$ cat src/rtl/alarm_pkg.sv
package alarm_pkg;
  localparam int CFG_POL     = 0;
  localparam int CFG_EVT_EN  = 1;
  localparam int CFG_TIME_EN = 2;

  // Strobes from control to datapath for the alarm latch
  typedef struct packed {
    logic setAlarm;
    logic clearAlarm;
  } alarmStrobe_t;
endpackage

$ cat src/rtl/limit_compare.sv
module limit_compare #(
  parameter int W = 32
) (
  input  logic [W-1:0] count,
  input  logic [W-1:0] limit,
  output logic         hit
);
  logic limitOn;
  assign limitOn = |limit;
  assign hit     = limitOn && (count >= limit);
endmodule

$ cat src/rtl/alarm_datapath.sv
module alarm_datapath
  import alarm_pkg::*;
#(
  parameter int TIME_W = 32,
  parameter int EVT_W  = 16
) (
  input  logic              clk,
  input  logic              rstN,
  input  logic [TIME_W-1:0] timeCount,
  input  logic [EVT_W-1:0]  eventCount,
  input  logic              eventLevel,
  input  logic [TIME_W-1:0] timeLimit,
  input  logic [EVT_W-1:0]  eventLimit,
  input  logic              polarity,
  input  alarmStrobe_t      strobe,
  output logic              timeFlag,
  output logic              eventFlag,
  output logic [7:0]        statusByte,
  output logic              alarmDriveEn,
  output logic              alarmPin
);
  logic timeHit, eventHit, levelQ, alarmLatch;

  limit_compare #(.W(TIME_W)) uTimeCmp (
    .count(timeCount), .limit(timeLimit), .hit(timeHit)
  );
  limit_compare #(.W(EVT_W)) uEvtCmp (
    .count(eventCount), .limit(eventLimit), .hit(eventHit)
  );

  always_ff @(posedge clk) begin
    if (!rstN) begin
      timeFlag  <= 1'b0;
      eventFlag <= 1'b0;
      levelQ    <= 1'b0;
    end else begin
      timeFlag  <= timeHit;
      eventFlag <= eventHit;
      levelQ    <= eventLevel;
    end
  end

  always_ff @(posedge clk) begin
    if (!rstN)                  alarmLatch <= 1'b0;
    else if (strobe.setAlarm)   alarmLatch <= 1'b1;
    else if (strobe.clearAlarm) alarmLatch <= 1'b0;
  end

  assign statusByte   = {5'b0, levelQ, eventFlag, timeFlag};
  // Polarity 0: active pulls low. Polarity 1: active releases.
  assign alarmDriveEn = alarmLatch ^ polarity;
  assign alarmPin     = ~alarmDriveEn;
endmodule

$ cat src/rtl/alarm_control.sv
module alarm_control
  import alarm_pkg::*;
(
  input  logic         timeFlag,
  input  logic         eventFlag,
  input  logic         timeEn,
  input  logic         eventEn,
  input  logic         clearStrobe,
  output alarmStrobe_t strobe
);
  logic anySet;
  assign anySet            = (timeEn & timeFlag) | (eventEn & eventFlag);
  assign strobe.setAlarm   = anySet;
  assign strobe.clearAlarm = clearStrobe & ~anySet;
endmodule

$ cat src/rtl/threshold_alarm.sv
module threshold_alarm
  import alarm_pkg::*;
#(
  parameter int TIME_W = 32,
  parameter int EVT_W  = 16
) (
  input  logic              clk,
  input  logic              rstN,
  input  logic [TIME_W-1:0] timeCount,
  input  logic [EVT_W-1:0]  eventCount,
  input  logic              eventLevel,
  input  logic [7:0]        cfgByte,
  input  logic [TIME_W-1:0] timeLimit,
  input  logic [EVT_W-1:0]  eventLimit,
  input  logic              clearStrobe,
  output logic [7:0]        statusByte,
  output logic              alarmDriveEn,
  output logic              alarmPin
);
  alarmStrobe_t strobe;
  logic timeFlag, eventFlag;

  alarm_control uCtl (
    .timeFlag(timeFlag), .eventFlag(eventFlag),
    .timeEn(cfgByte[CFG_TIME_EN]), .eventEn(cfgByte[CFG_EVT_EN]),
    .clearStrobe(clearStrobe), .strobe(strobe)
  );

  alarm_datapath #(.TIME_W(TIME_W), .EVT_W(EVT_W)) uDp (
    .clk(clk), .rstN(rstN), .timeCount(timeCount), .eventCount(eventCount),
    .eventLevel(eventLevel), .timeLimit(timeLimit), .eventLimit(eventLimit),
    .polarity(cfgByte[CFG_POL]), .strobe(strobe),
    .timeFlag(timeFlag), .eventFlag(eventFlag), .statusByte(statusByte),
    .alarmDriveEn(alarmDriveEn), .alarmPin(alarmPin)
  );
endmodule

$ cat config.mk
export PLATFORM = sky130hd
export DESIGN_NAME = threshold_alarm
export DESIGN_NICKNAME = d
export VERILOG_FILES = /design/src/rtl/alarm_pkg.sv /design/src/rtl/limit_compare.sv /design/src/rtl/alarm_datapath.sv /design/src/rtl/alarm_control.sv /design/src/rtl/threshold_alarm.sv
export SDC_FILE = /design/constraint.sdc
export NUM_CORES = 1
export LEC_CHECK = 0
export BUFFER_PORTS_ARGS = -buffer_cell sky130_fd_sc_hd__buf_2
export CORE_UTILIZATION = 34
export DETAILED_ROUTE_END_ITERATION = 12
export HOLD_SLACK_MARGIN = 0.12
export PLACE_DENSITY = 0.72
export SYNTH_ARGS = -nofsm -noshare
export SYNTH_HDL_FRONTEND = slang
export SYNTH_SLANG_ARGS = --single-unit
$ cat constraint.sdc
create_clock -name clk -period 2.1 [get_ports clk]
set_input_delay 0.21 -clock clk [delete_from_list [all_inputs] [get_ports clk]]
set_output_delay 0.21 -clock clk [all_outputs]
set_load 0.01 [all_outputs]
* Yosys cells after proc, flatten, opt, wreduce, memory -nomap -nowiden
Cells that the tools add are included.
Operators by class: reduce and logical (&&, ||, !) cells 5, muxes and demuxes 2, magnitude comparators 2, bitwise gates (word level) 7
Operators by type and width (count):
- greater-or-equal comparator 32 bit | 1
- OR reduction 32 bit | 1
- greater-or-equal comparator 16 bit | 1
- OR reduction 16 bit | 1
- bitwise AND 1 bit | 3
- logical AND 1 bit | 2
- 2-to-1 mux 1 bit | 2
- NOT 1 bit | 2
- nonzero test 2 bit | 1
- bitwise OR 1 bit | 1
- bitwise XOR 1 bit | 1
Word-level totals: logic and storage cells 20, register bits 4, input bits 108, output and inout bits 10

* Logic depth before layout (Yosys ltp)
Gate-level depths: netlist of the first run.
depth in word-level cells 6, gate-level depth with buffers 7, depth with buffers taken out 7

* By module
From an unflattened synthesis of the first run, not the netlist that was laid out.
Unflattened totals: cells, all modules 204, area total of the unflattened synthesis 1540.2 um2
By module, submodules not included:
- limit_compare at uDp.uTimeCmp | cells each 120, area an instance 889.6 um2, sequential area each 0.0 um2, instances 1
- limit_compare at uDp.uEvtCmp | cells each 60, area an instance 435.4 um2, sequential area each 0.0 um2, instances 1
- alarm_datapath | cells each 20, area an instance 188.9 um2, sequential area each 80.1 um2, instances 1
- alarm_control | cells each 4, area an instance 26.3 um2, sequential area each 0.0 um2, instances 1

* Worst setup path after synthesis of the first run
No wires, ideal clock.
kind input-to-reg, start input port timeLimit[29], end register uDp.timeFlag, cell stages on the path 6, setup slack 0.577 ns, arrival 1.448 ns, path through inv_1 > ha_1 > nand4_2 > or4_1 > a21o_1 > a31oi_1
Between the ends: word-level cells in the longest chain between the ends 2
Ends and longest elaborated chain:
- start, declared | RTL line threshold_alarm.sv:13 | input logic [TIME_W-1:0] timeLimit,
- greater-or-equal comparator 32 bit / OR reduction 32 bit (equally long branches) | RTL line limit_compare.sv:10, limit_compare.sv:9
- logical AND 1 bit (*) | RTL line limit_compare.sv:10 | assign hit = limitOn && (count >= limit);
- end signal, assigned | RTL line alarm_datapath.sv:37 | timeFlag <= timeHit;
- end, declared | RTL line alarm_datapath.sv:16 | output logic timeFlag,
Every way passes the cells marked *; elsewhere a longest branch is shown, timed or not. A chain may end at the register's enable or synchronous reset.

* Final worst setup path of the first run
Ends and elaborated chain as after synthesis.

==> results of run 1 <==
==> Yosys cell counts (all sizes together) <==
| library cell | n | area [um2] |
|---|---|---|
| and2 | 1 | 6.260 |
| nand2b | 2 | 12.51 |
| nor4 | 13 | 81.33 |
| a211oi | 2 | 15.01 |
| nand3 | 4 | 20.02 |
| a2111o | 1 | 11.26 |
| conb | 1 | 3.750 |
| a221oi | 1 | 8.760 |
| o21a | 1 | 7.510 |
| a31oi | 3 | 18.77 |
| a21oi | 17 | 85.08 |
| nor2b | 1 | 6.260 |
| nor2 | 5 | 18.77 |
| nand4 | 11 | 75.07 |
| xor2 | 1 | 8.760 |
| dfxtp | 4 | 80.08 |
| or4 | 1 | 7.510 |
| a222oi | 1 | 10.01 |
| a21o | 8 | 60.06 |
| nand2 | 8 | 30.03 |
| nor3 | 2 | 10.01 |
| a2111oi | 1 | 8.760 |
| buf | 8 | 60.06 |
| inv | 53 | 198.9 |
| o211ai | 1 | 7.510 |
| ha | 48 | 600.6 |
| o21ai | 6 | 30.03 |
==> power groups by stage <==
stage                     Clock (mW)  Sequential, mW  Combinational [mW]
after floorplan                    0          0.0857               0.189
after global placement             0          0.0863               0.322
after detailed placement           0          0.0863               0.331
after CTS                      0.156          0.0853               0.333
after global routing           0.166          0.0857               0.382
final                          0.152          0.0852               0.329
==> worst paths after layout <==
path / slack [ns] / to / startpoint
worst max-delay path: 0.53 / uDp.timeFlag / timeLimit[29]
worst min-delay path: 0.21 / uDp.levelQ / eventLevel
worst max register to register: 1.30 / uDp.alarmLatch / uDp.eventFlag
worst min register to register: 0.53 / uDp.alarmLatch / uDp.alarmLatch
==> flip-flops by register name, summed over array words and instances, names as in the netlist <==
name            cells
uDp.alarmLatch      1
uDp.eventFlag       1
uDp.levelQ          1
uDp.timeFlag        1
==> logic make-up (layout without fill, tap and decap cells) <==
| group | Yosys count | in the layout | share of synthesized area |
|---|---|---|---|
| buf+inv | 61 | 163 | 0.1747 |
| flops | 4 | 4 | 0.05401 |
| fa+ha+maj | 48 | 48 | 0.4051 |
| other cells | 1 | 5 | 0.002529 |
| xor+xnor | 1 | 1 | 0.005908 |
| compound gates | 42 | 42 | 0.1772 |
| simple gates | 48 | 48 | 0.1806 |
==> per-layer routing <==
metal  global-route usage  part of all wire
met1               0.1937              0.44
met2               0.3015              0.51
met3              0.01167             0.051
met4              0.04948            0.0034
met5                    0                 0
==> area by class of cell <==
| cell class | count | area (um2) | area share |
|---|---|---|---|
| Inverter | 53 | 198.9 | 0.09578 |
| Multi-Input combinational cell | 144 | 1159 | 0.5578 |
| Sequential cell | 4 | 80.08 | 0.03855 |
| Clock buffer | 3 | 41.29 | 0.01988 |
| Tap cell | 50 | 62.56 | 0.03012 |
| Timing Repair Buffer | 107 | 535.5 | 0.2578 |
==> results, run 1 <==
- The clock skew after layout is ~0.00063 ns.
- The final-report setup violation count is 0.
- The average instance in the mapped netlist occupies 7.233 um2.
- In this run the post-CTS setup repair buffer count came out at 0.
- The initial utilization of the core area, before any placement, comes to 0.3628.
- In this run the cell area of the synthesized design comes to 1483 um2.
- Setup repair after global routing left no endpoint under its margin.
- The share of total power dissipated in sequential elements is 0.150.
- Buffers inserted during clock tree synthesis total 3.
- The cell family contributing the most delay on the critical path is simple AND/OR/NAND/NOR gates.
- Along the worst path, the maximum fanout reaches 4.
- The final design area excluding fillers is ~2100 um2.
- The length in cells of the worst reg-to-reg path is 2.
- The later-pin clock latency in the skew report is ~0.21 ns.
- The detailed-route wire length is around 3800 um.
- The average wire per standard cell is 10.48 um.
- Buffers placed on the I/O ports in this run total 107.
- The final design utilization is 0.5083.
- The completed layout was analyzed and its total power is around 570 uW.
- Once detailed placement completed, the half-perimeter wirelength came to approximately 3700 um.
- The clock period minus worst slack is ~1.6 ns.
- The library cells used most frequently in the layout, excluding fill and tap cells, are 107 x sky130_fd_sc_hd__buf_2, 53 x sky130_fd_sc_hd__inv_1, 48 x sky130_fd_sc_hd__ha_1, 17 x sky130_fd_sc_hd__a21oi_1, 13 x sky130_fd_sc_hd__nor4_1.
- The wire length of the first global-routing pass is slightly below 6000 um.
- The number of global-route vias before repair came to about 1,500.
- Of the cells placed in the final design, the portion with a size suffix greater than 1 is 0.3569.
- In this run the core area contains 23 standard-cell rows.
- The final max-slew violation count was 0.
- The total count of hold-check failures in the final report is 0.
- 0 antenna diodes ended up in the layout.
- The commonest non-fill, non-tap cell in the layout is sky130_fd_sc_hd__buf_2.
- In this run the clock root is driven by a sky130_fd_sc_hd__clkbuf_8.
- The pin count of the biggest net entering global routing is 5.
- The critical path buffer and inverter count is 2.
- The routability congestion estimate from global placement is 0.8191.
- The startpoint kind of the worst setup timing path is an input port.
- In the routed design, unresolved DRC markers number 0.
- The post-route setup TNS is 0 ns.
- In the post-route analysis, the smallest setup slack over all paths is roughly 0.53 ns.
- The area growth from synthesis to layout is 40.08%.
- At the placement stage, the worst setup path has a slack of 0.3059 ns.
- The area enclosed by the die boundary is 4629 um2.
- The number of H-tree branching levels is 1.
- The analysis attributes to cell leakage a power of between 1 and 1.5 nW.
- The number of instances in the synthesized netlist is 205.
- After clock tree synthesis, the flow added hold-fix buffers numbering 0.
- The all-layer global routing usage is 0.1620.
- The cell-internal power is 373.7 uW.
- The die is slightly below 70 um tall.
- Synthesis inferred 4 register bits.
- Across the run, the number of max-cap violations was 0.
- Pin placement for this block handled about 120 I/O pins.
- The clock sink total is 4.
- The critical path crosses 7 cells after its start point.
- The clock-pin slew of the registers on the worst-case setup and hold paths is roughly 0.030 ns.
- The count of antenna-violating nets left after detailed routing is 0.
- The die outline width is about 68 um.
- The average vias per placed instance is roughly 4.7.
- Of the total power, the share spent switching nets is 0.3404.
- Leaving out filler cells and counting taps, the final layout contains 361.
- The clock tree from TritonCTS is done.
- The period utilization is 0.7459.
- The detailed router placed 1,713 vias in this run.
- After detailed placement, the design holds a cell count of between 300 and 400.
- Power spread over the standard cell area amounts to about 270 nW/um2.
- Static timing analysis puts the maximum clock frequency at around 0.64 GHz.
- The data required time at the worst endpoint is roughly 2.2 ns.
- The share of total power dissipated in the clock network is 0.269.
- In this run the power spent charging and discharging nets is approximately 190 uW.
- During synthesis, Yosys emitted a total of 0 warnings.
- The cell at the slowest stage of the critical path is sky130_fd_sc_hd__or4_1.
- The total area inside the core boundary comes to just over 4000 um2.
- In this design, the stage delay of the slowest critical-path cell is 0.57 ns.
- The layout net count is around 470.
- The signal on the critical path passes through buf_2 -> inv_1 -> ha_1 -> nand4_2 -> or4_1 -> a21o_1 -> a31oi_1.
- After global routing the overflow that remains totals 0.
- In this run the worst hold path is classified as input port to register.
- The share of the yosys chip area belonging to registers is 0.05401.
- The largest voltage drop on the vdd net is roughly 160 uV.
- Data arrives at the worst endpoint at between 1.5 and 2 ns.
- The kind of critical path is input port to register.
- The total of fill cells in the finished design is 433.
- The category of the worst setup path capture point is a register.
- The run finished with clean final reports.
- The share of total power dissipated in combinational logic is 0.581.
- The number of distinct library cell variants in the gate-level netlist after synthesis is 28.
- The post-CTS resize count is 0.
- The worst hold path cell count is 2.
- The number of iterations in the first detailed-routing pass is 4.
- The initial antenna violation count came to 0.
- The maximum count of clock buffers along a single path is 2.
- The cell area after placement is 2036 um2.
- The worst hold slack after final layout is 0.2070 ns.
- The initial DRC count is between 40 and 50.
Power figures use the tool's default switching activity.
==> run 2, diff against run 1 <==
--- a/config.mk
+++ b/config.mk
@@ -9,7 +9,7 @@
 export CORE_UTILIZATION = 34
 export DETAILED_ROUTE_END_ITERATION = 12
 export HOLD_SLACK_MARGIN = 0.12
-export PLACE_DENSITY = 0.72
+export PLACE_DENSITY = 0.75
 export SYNTH_ARGS = -nofsm -noshare
 export SYNTH_HDL_FRONTEND = slang
 export SYNTH_SLANG_ARGS = --single-unit
==> constraint.sdc (replaced) <==
create_clock -name clk -period 1.3 [get_ports clk]
set_input_delay 0.13 -clock clk [delete_from_list [all_inputs] [get_ports clk]]
set_output_delay 0.13 -clock clk [all_outputs]
set_load 0.01 [all_outputs]
==> results, run 2 (synthesized netlist as in run 1, its figures left out) <==
- The run finished, with violations left.
- The final reports fail on negative setup slack.
- VDD sags by at most 180.2 uV.
- The first detailed-routing pass ran for 4 iterations.
- The filler cells instantiated in the layout total approximately 360.
- The total of hold buffers inserted after clock tree synthesis is 0.
- The initial antenna violation count is 0.
- The clock skew after layout is ~0.0034 ns.
- On the worst path, the slowest cell contributes a delay of about 0.54 ns.
- The post-route worst setup slack is -0.06317 ns.
- The antenna cell count is 0.
- The layout net count is 500.
- The number of global-route vias before repair is roughly 1,800.
- STA classifies the critical path startpoint as an input port.
- Dividing total power by cell area gives a power density of roughly 430 nW/um2.
- The die covers 4629 um2.
- The initial DRC count is 51.
- The total power is approximately 1.2 mW.
- Static timing analysis puts the maximum clock frequency at 0.7336 GHz.
- The area taken by multi-input logic gates is between 1000 and 1500 um2.
- The commonest non-fill, non-tap cell in the layout is sky130_fd_sc_hd__buf_2.
- Row generation in the floorplan step produced 23 rows.
- The via count is 1,922.
- Timing analysis after detailed placement gives a worst setup slack of -0.3907 ns.
- Setup repair after global routing could not meet its margin everywhere.
- The critical path in this run is classified as input port to register.
- In this run the worst hold path is classified as input port to register.
- The number of H-tree branching levels is 1.
- TritonCTS built the clock tree.
- Clock latency on the worst-skew pair, taken at its later pin, is about 0.21 ns.
- Across every metal layer, demand over resource in global routing totals 0.2004.
- The HPWL after detailed placement is 3982 um.
- Once detail routing completed, the nets flagged for antenna violations numbered 0.
- The floorplan step defined a core boundary enclosing around 4000 um2.
- The total global routing overflow is 0.
- The routability congestion estimate from global placement is ~0.76.
- Setup violations remaining at the end of the flow were counted as 1.
- Summed over all cells, the static leakage comes to between 1 and 1.5 nW.
- The final max-slew violation count is 0.
- Entering global routing, the biggest net connects 5 pins.
- Leaving out fill and tap cells, the most frequent cells in the layout are 96 x sky130_fd_sc_hd__buf_2, 38 x sky130_fd_sc_hd__inv_1, 33 x sky130_fd_sc_hd__ha_1, 32 x sky130_fd_sc_hd__buf_4, 17 x sky130_fd_sc_hd__a21oi_1.
- The count of port buffers added during placement is between 100 and 150.
- For this run, design rule violations remaining after detail routing come to 0.
- The tool flagged a number of max-cap violations equal to 0.
- For this configuration, the core starts out at a cell density of 0.3628.
- The die outline width is 68.04 um.
- The period utilization is 1.049.
- The floorplan step set the die height to between 60 and 70 um.
- The average vias per placed instance is a little under 5.
- Of the cells placed in the final design, the portion with a size suffix greater than 1 is 0.5263.
- The maximum count of clock buffers along a single path is 2.
- The cell at the slowest stage of the critical path is sky130_fd_sc_hd__or4_4.
- The critical path goes through buf_8 -> inv_4 -> ha_4 -> nand4_1 -> or4_4 -> a21o_1 -> a31oi_1.
- For this block, the routed nets add up to around 4600 um of wire.
- STA classifies the critical path endpoint as a register.
- The clock period minus worst slack is 1.363 ns.
- The final design area excluding fillers is roughly 2700 um2.
- The synthesis-to-layout area growth is 79.07%.
- The first global-routing pass estimated between 7000 and 8000 um of wire.
- Registers take 80.08 um2.
- The TritonCTS buffer count is 3.
- The total count of hold-check failures in the final report came to 0.
- The clock-pin slew of the registers on the worst-case setup and hold paths is approximately 0.03 ns.
- In this run the worst path has a maximum fanout of 2.
- Counting every sink on the clock net gives 4.
- Data on the critical path is required at its endpoint by about 1.4 ns.
- The count of pins on the block boundary is approximately 120.
- Dividing the detail-routed wire length by the instance count gives ~12 um.
- The root buffer selected by CTS is sky130_fd_sc_hd__clkbuf_8.
- At the worst endpoint, the arrival time is approximately 1.5 ns.
- The placed instances occupy a cell area of 2311 um2.
## run 2: worst paths after layout
check                           slack, ns            from        endpoint  cells past startpoint
worst max-delay path                -0.06   timeLimit[22]    uDp.timeFlag                      7
worst min-delay path                 0.13      eventLevel      uDp.levelQ                      2
worst max register to register       0.47   uDp.eventFlag  uDp.alarmLatch                      2
worst min register to register       0.54  uDp.alarmLatch  uDp.alarmLatch                      2
## run 2: routing by layer
layer  up-vias  GRT usage  routed length, um
met1       861     0.2247               1767
met5         -          0                  0
met2        64     0.3836               2495
met3        10    0.01667                215
met4         0    0.07552                 87
li1        987          -                  -
## run 2: report_power, final
group	switching [mW]	leakage [nW]	internal [mW]	total, mW
clock	0.0604	0.0216	0.197	0.257
combinational	0.336	1.42	0.421	0.757
sequential	0.00463	0.0331	0.133	0.138
total	0.401	1.47	0.751	1.15
## run 2: layout make-up
cell class	count	share of cell area
tap	50	0.02356
inverter	53	0.08247
sequential	4	0.03016
multi-input combinational	144	0.5316
timing repair buffer	138	0.3167
clock buffer	3	0.01555
## run 2: critical path, delay by kind of cell
kind / cells / cell delay (ns)
compound gates: 2 / 0.33
fa+ha+maj: 1 / 0.25
buf+inv: 2 / 0.11
simple gates: 2 / 0.68
## run 2: what timing repair did
| action | CTS | global route |
|---|---|---|
| pin swaps | 5 | 11 |
| gates resized for setup | 25 | 23 |
| buffers inserted | 2 | 1 |
| setup endpoints to repair | 2 | 2 |
## run 2: through the flow
| step | hold slack [ns] | setup TNS (ns) | utilization | instances |
|---|---|---|---|---|
| after floorplan | 0.2517 | -0.06758 | - | 209 |
| after global placement | 0.3411 | -0.5410 | 0.5655 | 386 |
| after detailed placement | 0.3481 | -0.7437 | 0.5655 | 386 |
| after CTS | 0.1266 | -0.05844 | 0.6167 | 391 |
| after global routing | 0.1381 | -0.1029 | 0.6497 | 392 |
| final | 0.1328 | -0.06317 | 0.6497 | 392 |
==> run 3, diff against run 2 <==
--- a/config.mk
+++ b/config.mk
@@ -9,7 +9,9 @@
 export CORE_UTILIZATION = 34
 export DETAILED_ROUTE_END_ITERATION = 12
 export HOLD_SLACK_MARGIN = 0.12
-export PLACE_DENSITY = 0.75
+export PLACE_DENSITY = 0.74
+export REMOVE_ABC_BUFFERS = 1
 export SYNTH_ARGS = -nofsm -noshare
 export SYNTH_HDL_FRONTEND = slang
+export SYNTH_HIERARCHICAL = 1
 export SYNTH_SLANG_ARGS = --single-unit
==> results, run 3 <==
- The flow ran to the end, but the final reports show violations.
- The final reports fail on negative setup slack.
- Sorting the synthesized cells by area gives the leading types as sky130_fd_sc_hd__ha_1 39%, sky130_fd_sc_hd__inv_1 13%, sky130_fd_sc_hd__dfxtp_1 5.2%.
- TritonCTS created 3 clock buffers.
- The clock skew after layout is between 0.0008 and 0.0009 ns.
- Summed over all cells, the static leakage comes to around 1.5 nW.
- The total power is around 1.2 mW.
- The data arrival time at the worst-slack endpoint is approximately 1.5 ns.
- The antenna cell count is 0.
- The largest voltage drop on the vdd net is 181.9 uV.
- The effective utilization at floorplan is 0.3537.
- The number of iterations in the first detailed-routing pass is 6.
- In this run, distinct cell masters in the synthesized netlist total 36.
- The startpoint kind of the worst setup timing path is an input port.
- The detailed-route wire length is between 4000 and 5000 um.
- The final design utilization is 0.6250.
- Setup violations remaining at the end of the flow were counted as 2.
- STA classifies the critical path endpoint as a register.
- CTS built an H-tree with a depth of 1.
- Along the worst path, the maximum fanout reaches 2.
- The area enclosed by the die boundary is ~4800 um2.
- The clock sink total is 4.
- Dividing the detail-routed wire length by the instance count gives 11.79 um.
- Hold is met by 0.1373 ns.
- Averaged over all synthesized cells, the footprint is 7.550 um2.
- The fraction of synthesis flops using an asynchronous set or reset pin is 0.
- The floorplan step set the die width to slightly below 70 um.
- The data required time at the worst endpoint is 1.40 ns.
- The clock tree from TritonCTS is done.
- The cell area after placement is 2344 um2.
- The type of the worst min-delay path is input port to register.
- Once routing completed, OpenROAD measured the worst setup slack at -0.05157 ns.
- In the synthesized netlist the dominant register cell turns out to be sky130_fd_sc_hd__dfxtp_1.
- In the final layout, the share of cells above drive strength 1 is 0.5539.
- The total standard cell area after synthesis is ~1500 um2.
- The core area is 4354 um2.
- In the synthesized netlist, the cells that appear most often are 52 x sky130_fd_sc_hd__inv_1, 48 x sky130_fd_sc_hd__ha_1, 14 x sky130_fd_sc_hd__a21oi_1, 12 x sky130_fd_sc_hd__nor4_1.
- For this run the aggregate overflow at the end of global routing stands at 0.
- Once detailed placement completed, the half-perimeter wirelength came to 3981 um.
- The total of fill cells in the finished design is 385.
- Leaving out fill and tap cells, the most frequent cell in the layout is sky130_fd_sc_hd__buf_2.
- The number of warnings issued by yosys is 6.
- For this run, the top clock speed supported by timing is around 0.74 GHz.
- The total count of hold-check failures in the final report was 0.
- The tool flagged a number of max-cap violations equal to 0.
- Entering global routing, the biggest net connects 5 pins.
- The routability congestion estimate from global placement is approximately 0.84.
- The cell with the most instances after synthesis is sky130_fd_sc_hd__inv_1.
- The count of port buffers added during placement is approximately 110.
- Summed over all instances, the cell type with the most area after synthesis is sky130_fd_sc_hd__ha_1.
- The number of standard-cell rows in the floorplan is 24.
- The layout net count is ~500.
- The initial DRC count is 29.
- The y dimension of the die is around 69 um.
- The period utilization is 1.040.
- The smallest clock period supported by the final layout is computed as ~1.4 ns.
- In this run, synthesis produced a sequential element count of 4.
- The final max-slew violation count is 0.
- The share of synthesized area in the top cell type comes to 0.3899.
- The initial antenna violation count is 0.
- The number of global-route vias before repair is slightly below 2,000.
- In this run, post-CTS hold repair placed 0 buffers.
- The wire length of the first global-routing pass is 7721 um.
- The number of instances in the synthesized netlist is 204.
- In the routed layout, each cell is associated on average with a via count of between 4 and 5.
- The later-pin clock latency in the skew report is between 0.2 and 0.25 ns.
- From synthesis to final layout, the design area changed by 76.69%.
- Setup repair after global routing could not meet its margin everywhere.
- Clock tree synthesis selected as its root buffer the cell sky130_fd_sc_hd__clkbuf_8.
- The number of buffers inserted by post-CTS setup repair is 0.
- The top cell types in the final layout, fill and taps aside, are 103 x sky130_fd_sc_hd__buf_2, 48 x sky130_fd_sc_hd__inv_1, 34 x sky130_fd_sc_hd__buf_4, 30 x sky130_fd_sc_hd__ha_1, 18 x sky130_fd_sc_hd__ha_4.
- The share of the Yosys chip area taken by registers is 0.05199.
- around 120 I/O pins were placed.
- For this design the ratio of total power to cell area is 433.2 nW/um2.
- The final design area excluding fillers is 2721 um2.
- The critical path is of the input port to register type.
- The detailed router placed 1,932 vias in this run.
- The number of enable-type register cells in the synthesized netlist is 0.
- The all-layer global routing usage is 0.1932.
- The post-detailed-route DRC marker count is 0.
- The maximum count of clock buffers along a single path is 2.
- The count of antenna-violating nets left after detailed routing is 0.
- After clock tree synthesis, the clock-pin slew on the worst setup and hold paths is 0.03 ns.
## run 3: cell types whose count changed in the layout (fill, tap and decap cells not counted), sizes merged, moves of 2 or more
cell	previous run	this run
and2	1	4
nand4	11	9
and4	0	3
buf	138	141
a21oi	17	14
a31oi	3	0
nand3	4	6
a21o	8	4
a221oi	1	3
## run 3: repair_timing
action,in CTS,in global routing
resized for setup,24,23
endpoints found under the setup margin,2,2
pin swaps,17,9
## run 3: logic make-up after synthesis
group,count (synthesis),synth area share
xor+xnor,1,0.005687
compound gates,39,0.1901
fa+ha+maj,48,0.3899
other cells,1,0.002435
buf+inv,61,0.1706
flops,4,0.05199
simple gates,50,0.1893
## run 3: report_power, final
part	leakage, nW	switching [mW]	total, mW	internal [mW]
clock	0.0216	0.0562	0.253	0.197
combinational	1.44	0.352	0.787	0.435
sequential	0.0332	0.00563	0.139	0.134
total	1.50	0.413	1.18	0.765
## run 3: worst paths after layout
path | from | endpoint | slack, ns | cells past startpoint
min reg2reg | uDp/alarmLatch | uDp/alarmLatch | 0.60 | 2
max | timeLimit[12] | uDp/timeFlag | -0.05 | 9
min | eventLevel | uDp/levelQ | 0.14 | 2
max reg2reg | uDp/timeFlag | uDp/alarmLatch | 0.36 | 4
## run 3: critical path, cell delays in order
cell	delay [ns]
sky130_fd_sc_hd__buf_2	0.09
sky130_fd_sc_hd__inv_1	0.04
sky130_fd_sc_hd__ha_1	0.28
sky130_fd_sc_hd__nand4_1	0.12
sky130_fd_sc_hd__nor2_1	0.07
sky130_fd_sc_hd__a221o_1	0.32
sky130_fd_sc_hd__a211oi_2	0.15
sky130_fd_sc_hd__o31ai_1	0.10
sky130_fd_sc_hd__and2_1	0.13
## run 3: final cells by class
type                            count  area (um2)  share of cell area
Clock buffer                        3       41.29             0.01517
Inverter                           52       197.7             0.07264
Multi-Input combinational cell    143        1521              0.5591
Sequential cell                     4       80.08             0.02943
Tap cell                           52       65.06             0.02391
Timing Repair Buffer              141       815.8              0.2998
## run 3: metal layers
layer | GRT usage | part of all wire | wire, um
met3 | 0.02616 | 0.066 | 307
met1 | 0.2087 | 0.40 | 1849
met4 | 0.03401 | 0.0043 | 20
met2 | 0.3927 | 0.53 | 2478
met5 | 0 | 0 | 0
## run 3: per-stage QoR
step / TNS, ns / std cells / setup slack [ns]
detailed placement: -0.6862 / 392 / -0.4031
CTS: -0.05184 / 395 / -0.04854
global placement: -0.5814 / 392 / -0.3284
floorplan: -0.3161 / 199 / -0.2020
global route: -0.2331 / 395 / -0.1486
finish: -0.05180 / 395 / -0.05157
